--- src/rtl/pm_evt_pkg.sv ---
package pm_evt_pkg;
  localparam int REG_W    = 16;
  localparam int LANE_W   = 8;
  localparam int NUM_LANE = REG_W / LANE_W;
  localparam int RTC_BIT  = 10;
  localparam int PCIE_BIT = 14;
  localparam int WAK_BIT  = 15;
  localparam logic [REG_W-1:0] STS_IMPL = (REG_W'(1) << RTC_BIT) |
                                          (REG_W'(1) << PCIE_BIT) |
                                          (REG_W'(1) << WAK_BIT);
  localparam logic [REG_W-1:0] EVT_MASK = (REG_W'(1) << RTC_BIT) |
                                          (REG_W'(1) << WAK_BIT);

  typedef struct packed {
    logic [REG_W-1:0] stsClr;     // lane-gated write-1-to-clear mask
    logic [REG_W-1:0] enWrMask;   // lane-gated enable write mask
    logic             enClr;      // off-wake clear of enable
    logic             setRtc;
    logic             setPcie;
    logic             setWak;
    logic             pcieLevel;  // any PCIe source active
  } ctlStrobes_t;
endpackage

--- src/rtl/pm_evt_ctrl.sv ---
module pm_evt_ctrl
  import pm_evt_pkg::*;
#(
  parameter int NUM_PORTS = 4
) (
  input  logic                 clk,
  input  logic                 rstN,
  input  logic                 busWr,
  input  logic                 busAddr,
  input  logic [NUM_LANE-1:0]  busBe,
  input  logic [REG_W-1:0]     busWdata,
  input  logic                 rtcAlarm,
  input  logic                 pcieWakePin,
  input  logic [NUM_PORTS-1:0] pcieBeacon,
  input  logic                 pciePmeRcvd,
  input  logic                 wakeEvent,
  input  logic                 sleepEnter,
  input  logic                 offWake,
  input  logic                 pcieWakeDis,
  output ctlStrobes_t          strb,
  output logic                 sleeping,
  output logic                 wakeReq
);
  logic [REG_W-1:0] laneMask;
  logic             pcieSrc;
  logic             wakeFire;
  logic             sleepQ;
  logic             wakeReqQ;

  for (genvar l = 0; l < NUM_LANE; l++) begin : g_lane
    assign laneMask[l*LANE_W +: LANE_W] = {LANE_W{busBe[l]}};
  end

  always_comb begin
    pcieSrc  = pcieWakePin | (|pcieBeacon) | pciePmeRcvd;
    wakeFire = sleepQ & (wakeEvent | (pcieSrc & ~pcieWakeDis));
    strb.stsClr    = (busWr && !busAddr) ? (busWdata & laneMask) : '0;
    strb.enWrMask  = (busWr &&  busAddr) ? laneMask : '0;
    strb.enClr     = offWake;
    strb.setRtc    = rtcAlarm;
    strb.setPcie   = wakeFire & pcieSrc;
    strb.setWak    = wakeFire;
    strb.pcieLevel = pcieSrc;
  end

  always_ff @(posedge clk) begin
    if (!rstN) begin
      sleepQ   <= 1'b0;
      wakeReqQ <= 1'b0;
    end else begin
      wakeReqQ <= wakeFire;
      if (wakeFire)        sleepQ <= 1'b0;
      else if (sleepEnter) sleepQ <= 1'b1;
    end
  end

  assign sleeping = sleepQ;
  assign wakeReq  = wakeReqQ;

  AST_WAKE_LEAVES_SLEEP: assert property (@(posedge clk) disable iff (!rstN)
    wakeReq |-> !sleeping);
  AST_WAKE_PULSE: assert property (@(posedge clk) disable iff (!rstN)
    wakeReq && !$past(sleeping) |-> 1'b0 );
  AST_SLEEP_ENTER: assert property (@(posedge clk) disable iff (!rstN)
    sleepEnter && !strb.setWak |=> sleeping);
  AST_NO_SELF_WAKE: assert property (@(posedge clk) disable iff (!rstN)
    sleeping && !wakeEvent && !pcieWakePin && !pciePmeRcvd && (pcieBeacon == '0)
    |=> sleeping);
endmodule

--- src/rtl/pm_evt_dp.sv ---
module pm_evt_dp
  import pm_evt_pkg::*;
(
  input  logic             clk,
  input  logic             rstN,
  input  ctlStrobes_t      strb,
  input  logic             busAddr,
  input  logic [REG_W-1:0] busWdata,
  output logic [REG_W-1:0] busRdata,
  output logic             pmEvent,
  output logic             pcieWakeDis
);
  logic             rtcSts, pcieSts, wakSts;
  logic [REG_W-1:0] enReg;
  logic [REG_W-1:0] stsView;

  always_ff @(posedge clk) begin
    if (!rstN) begin
      rtcSts  <= 1'b0;
      pcieSts <= 1'b0;
      wakSts  <= 1'b0;
    end else begin
      rtcSts  <= strb.setRtc  | (rtcSts & ~strb.stsClr[RTC_BIT]);
      pcieSts <= strb.setPcie |
                 (pcieSts & ~(strb.stsClr[PCIE_BIT] & ~strb.pcieLevel));
      wakSts  <= strb.setWak  | (wakSts & ~strb.stsClr[WAK_BIT]);
    end
  end

  always_ff @(posedge clk) begin
    if (!rstN)           enReg <= '0;
    else if (strb.enClr) enReg <= '0;
    else                 enReg <= (enReg & ~strb.enWrMask) | (busWdata & strb.enWrMask);
  end

  always_comb begin
    stsView           = '0;
    stsView[RTC_BIT]  = rtcSts;
    stsView[PCIE_BIT] = pcieSts;
    stsView[WAK_BIT]  = wakSts;
    busRdata          = busAddr ? enReg : (stsView & STS_IMPL);
    pmEvent           = |(stsView & enReg & EVT_MASK);
    pcieWakeDis       = enReg[PCIE_BIT];
  end

  AST_RTC_SET: assert property (@(posedge clk) disable iff (!rstN)
    strb.setRtc |=> rtcSts);
  AST_SET_BEATS_CLR: assert property (@(posedge clk) disable iff (!rstN)
    strb.setWak && strb.stsClr[WAK_BIT] |=> wakSts);
  AST_PCIE_ONLY_AT_WAKE: assert property (@(posedge clk) disable iff (!rstN)
    !pcieSts && !strb.setPcie |=> !pcieSts);
  AST_PCIE_HELD: assert property (@(posedge clk) disable iff (!rstN)
    pcieSts && strb.pcieLevel |=> pcieSts);
  AST_EN_OFFCLR: assert property (@(posedge clk) disable iff (!rstN)
    strb.enClr |=> (enReg == '0));
endmodule

--- src/rtl/pm_evt_regs.sv ---
module pm_evt_regs
  import pm_evt_pkg::*;
#(
  parameter int NUM_PORTS = 4
) (
  input  logic                 clk,
  input  logic                 rstN,
  input  logic                 busWr,
  input  logic                 busAddr,
  input  logic [1:0]           busBe,
  input  logic [15:0]          busWdata,
  output logic [15:0]          busRdata,
  input  logic                 rtcAlarm,
  input  logic                 pcieWakePin,
  input  logic [NUM_PORTS-1:0] pcieBeacon,
  input  logic                 pciePmeRcvd,
  input  logic                 wakeEvent,
  input  logic                 sleepEnter,
  input  logic                 offWake,
  output logic                 pmEvent,
  output logic                 wakeReq,
  output logic                 sleeping
);
  ctlStrobes_t strb;
  logic        pcieWakeDis;

  pm_evt_ctrl #(.NUM_PORTS(NUM_PORTS)) uCtrl (
    .clk(clk), .rstN(rstN), .busWr(busWr), .busAddr(busAddr), .busBe(busBe),
    .busWdata(busWdata), .rtcAlarm(rtcAlarm), .pcieWakePin(pcieWakePin),
    .pcieBeacon(pcieBeacon), .pciePmeRcvd(pciePmeRcvd), .wakeEvent(wakeEvent),
    .sleepEnter(sleepEnter), .offWake(offWake), .pcieWakeDis(pcieWakeDis),
    .strb(strb), .sleeping(sleeping), .wakeReq(wakeReq)
  );

  pm_evt_dp uDp (
    .clk(clk), .rstN(rstN), .strb(strb), .busAddr(busAddr), .busWdata(busWdata),
    .busRdata(busRdata), .pmEvent(pmEvent), .pcieWakeDis(pcieWakeDis)
  );

  AST_RESERVED_ZERO: assert property (@(posedge clk) disable iff (!rstN)
    !busAddr |-> (busRdata[13:11] == 3'b000) && (busRdata[9:0] == 10'd0));
endmodule

--- config.mk ---
export PLATFORM = sky130hd
export DESIGN_NAME = pm_evt_regs
export DESIGN_NICKNAME = d
export VERILOG_FILES = /design/src/rtl/pm_evt_pkg.sv /design/src/rtl/pm_evt_ctrl.sv /design/src/rtl/pm_evt_dp.sv /design/src/rtl/pm_evt_regs.sv
export SDC_FILE = /design/constraint.sdc
export NUM_CORES = 1
export LEC_CHECK = 0
export BUFFER_PORTS_ARGS = -buffer_cell sky130_fd_sc_hd__buf_2
export CORE_MARGIN = 8
export CORE_UTILIZATION = 23
export DETAILED_ROUTE_END_ITERATION = 10
export SYNTH_ARGS = -nofsm -noshare
export SYNTH_HDL_FRONTEND = slang
export SYNTH_SLANG_ARGS = --single-unit
--- constraint.sdc ---
create_clock -name clk -period 0.91 [get_ports clk]
set_input_delay 0.091 -clock clk [delete_from_list [all_inputs] [get_ports clk]]
set_output_delay 0.091 -clock clk [all_outputs]
set_load 0.01 [all_outputs]
==> flow_summary.toml <==
[status]
status = "finished, violations left"
violations = "setup timing"

[critical_path]
crit_required_ps = 820
slowest_delay_ps = 350
crit_path_end_kind = "output pin"
cp_cell_sequence = "mux2_4, buf_6"
cp_max_fo = 2
critPathTopFamily = "flip-flops"
cp_slowest_cell = "dfxtp_4"
reg2reg_slack_ps = -10
path_class = "reg2out"
critical_path_buf_inv_count = 1
crit_arrival_ps = 990
start_kind = "flip-flop"

[logic_synthesis]
syn_area_per_cell_um2 = 9.75
yosys.area.top_type = "dfxtp_1"
yosysWarnings = 0
synth.top_cell.area_share_pct = 44.0
synth_area_um2 = 956
synthesis.nets = 130
ys_types = 24
synthTopCellsByArea = "dfxtp_1 44%, mux2i_1 17%, and2_1 8.5%"
synth.ff_latch_count = 21
synth_seq_area_share_pct = 44.0
synthCells = 98

[floorplan]
io_pins = 51
die_area_um2 = 6480
die_h_um = 80.5
dieWidth_um = 80.5
core_um2 = 4000
initial_utilization_pct = 23.9
rows = 23

[detailed_routing]
drtIter0Drc = 12
wl_per_cell_um = 12.8
dr.pass1.iters = 4
viasPerCell = 4.33
wirelength_um = 2650
drcViolationCount = 0
postRouteAntennaNets = 0
num_vias = 896

[clock_tree]
root_buffer = "clkbuf_8"
numClockSinks = 21
numCtsBuffers = 3
clk_pin_slew_ps = 80
cts_buffer_depth = 2
worstSkewPairLatency_ps = 250
htree_num_levels = 1
cts_tree = "yes"

[place]
dpl.cell_count = 200
place_ws_ps = -189
gp_congestion = 0.678
io_buffers = 50
place_hpwl_um = 2060

[pwr]
powerDensity_nw_per_um2 = 1220
clkPwrFrac_pct = 32.4
power_switching_uw = 429
p_int_mw = 1.41
irDropWorstVdd_mv = 0.504
sw_frac_of_total_pct = 23.3
design_power_total_mw = 1.84
p_seq_share_pct = 52.2
p_comb_share_pct = 15.4
p_leak_nw = 0.758

[cells_and_area]
finalNonFillerCells = 207
area_growth_pct = 58.1
diodes = 0
drive_above_1_share_pct = 61.1
fin_nets = 190
finish.utilization_pct = 37.8

[global_route]
grtUsageTotal_pct = 8.10
gr-total-overflow = 0
antenna_found_initial = 0
grt_pass1_vias = 962
grt_pass1_wl_um = 4240
grt_max_degree = 12

[sta]
maxSlewHeadroom_pct = 80.0
fin_crit_ps = 1080
setup-violations-final = 7
layout_setup_ws_ps = -168
hold_violations = 0
slew_violations = 0
finClkSkew_ps = 0.161
rsz0062_at_grt = "true"
worst_slew_pin_slew_ps = 300
fmax_mhz = 928
period_share_pct = 118
whs_ps = 65.1

[flow_run]
maxCapViolCount = 0

[min_path]
hold_start = "busWdata[9]"
hold_path.class = "in2reg"
-- cell type report --
cell class | count | area (um^2)
Clock buffer | 4 | 45.0
Timing Repair Buffer | 59 | 394
Sequential cell | 21 | 445
Inverter | 1 | 3.75
Fill cell | 406 | 2490
Tap cell | 50 | 62.6
Multi-Input combinational cell | 72 | 561
-- power groups by stage --
stage	Clock, mW	Combinational [mW]	Sequential [mW]
floorplan	0	0.116	0.983
global placement	0	0.247	0.985
detailed placement	0	0.248	0.984
CTS	0.646	0.277	0.962
global route	0.687	0.311	0.967
finish	0.597	0.284	0.963
-- worst register-to-register path, stage by stage, from the launching register on --
cell	delay [ps]
dfxtp_4	350
buf_6	120
o21bai_4	150
a32o_1	190
-- stage by stage --
| step | area, um^2 | setup TNS, ps |
|---|---|---|
| after floorplan | 958 | -144 |
| after global placement | 1300 | -1380 |
| after detailed placement | 1300 | -1530 |
| after CTS | 1430 | -861 |
| after global routing | 1510 | -1200 |
| final | 1510 | -619 |
-- final timing paths --
kind                    endpoint  cells past startpoint
hold reg to reg        flip-flop                      2
setup / recovery    busRdata[14]                      2
setup reg to reg  uCtrl.sleeping                      3
hold / removal         flip-flop                      3
-- layout by cell type (no fill, tap or decap), drive strengths merged --
cell,Yosys,routed
mux2,3,3
clkbuf,3,4
nor2,17,17
or2,1,1
nor2b,1,1
nand4b,3,3
a211oi,1,1
o31ai,1,1
o311ai,1,1
nand2,1,1
mux2i,16,16
o21bai,1,1
dfxtp,21,21
a22o,1,1
or4,1,1
a32o,1,1
inv,1,1
nand2b,2,2
buf,1,59
and2,13,13
a21oi,2,2
nand3,4,4
nor3b,2,2
-- cells in the mapped netlist, drive strengths merged --
| library cell | instances |
|---|---|
| a32o | 1 |
| a211oi | 1 |
| nand2 | 1 |
| nor2 | 17 |
| nand4b | 3 |
| dfxtp | 21 |
| a22o | 1 |
| nor2b | 1 |
| o21bai | 1 |
| a21oi | 2 |
| o31ai | 1 |
| nand3 | 4 |
| inv | 1 |
| mux2 | 3 |
| o311ai | 1 |
| buf | 1 |
| and2 | 13 |
| nand2b | 2 |
| clkbuf | 3 |
| or4 | 1 |
| nor3b | 2 |
| or2 | 1 |
| mux2i | 16 |
-- cells by family after synthesis --
group / share of synthesized area, %
buf+inv: 2.09
mux: 20.3
simple gates: 26.8
flops: 44.0
compound gates: 6.81
-- layer usage --
layer / global-route usage, % / wire length, um / vias up / part of all wire [%]
met1: 9.98 / 1180 / 408 / 44
met5: 0 / 0 / - / 0
li1: - / - / 456 / -
met2: 12.5 / 1210 / 30 / 46
met3: 3.79 / 257 / 2 / 9.7
met4: 1.64 / 7 / 0 / 0.26
-- timing repair --
item	4_1_cts	5_1_grt
setup endpoints to repair	18	21
setup buffers	3	0
hold buffers	0	0
pin swaps	1	1
gates resized for setup	20	23
No activity file was read; power rests on OpenSTA's default activity.
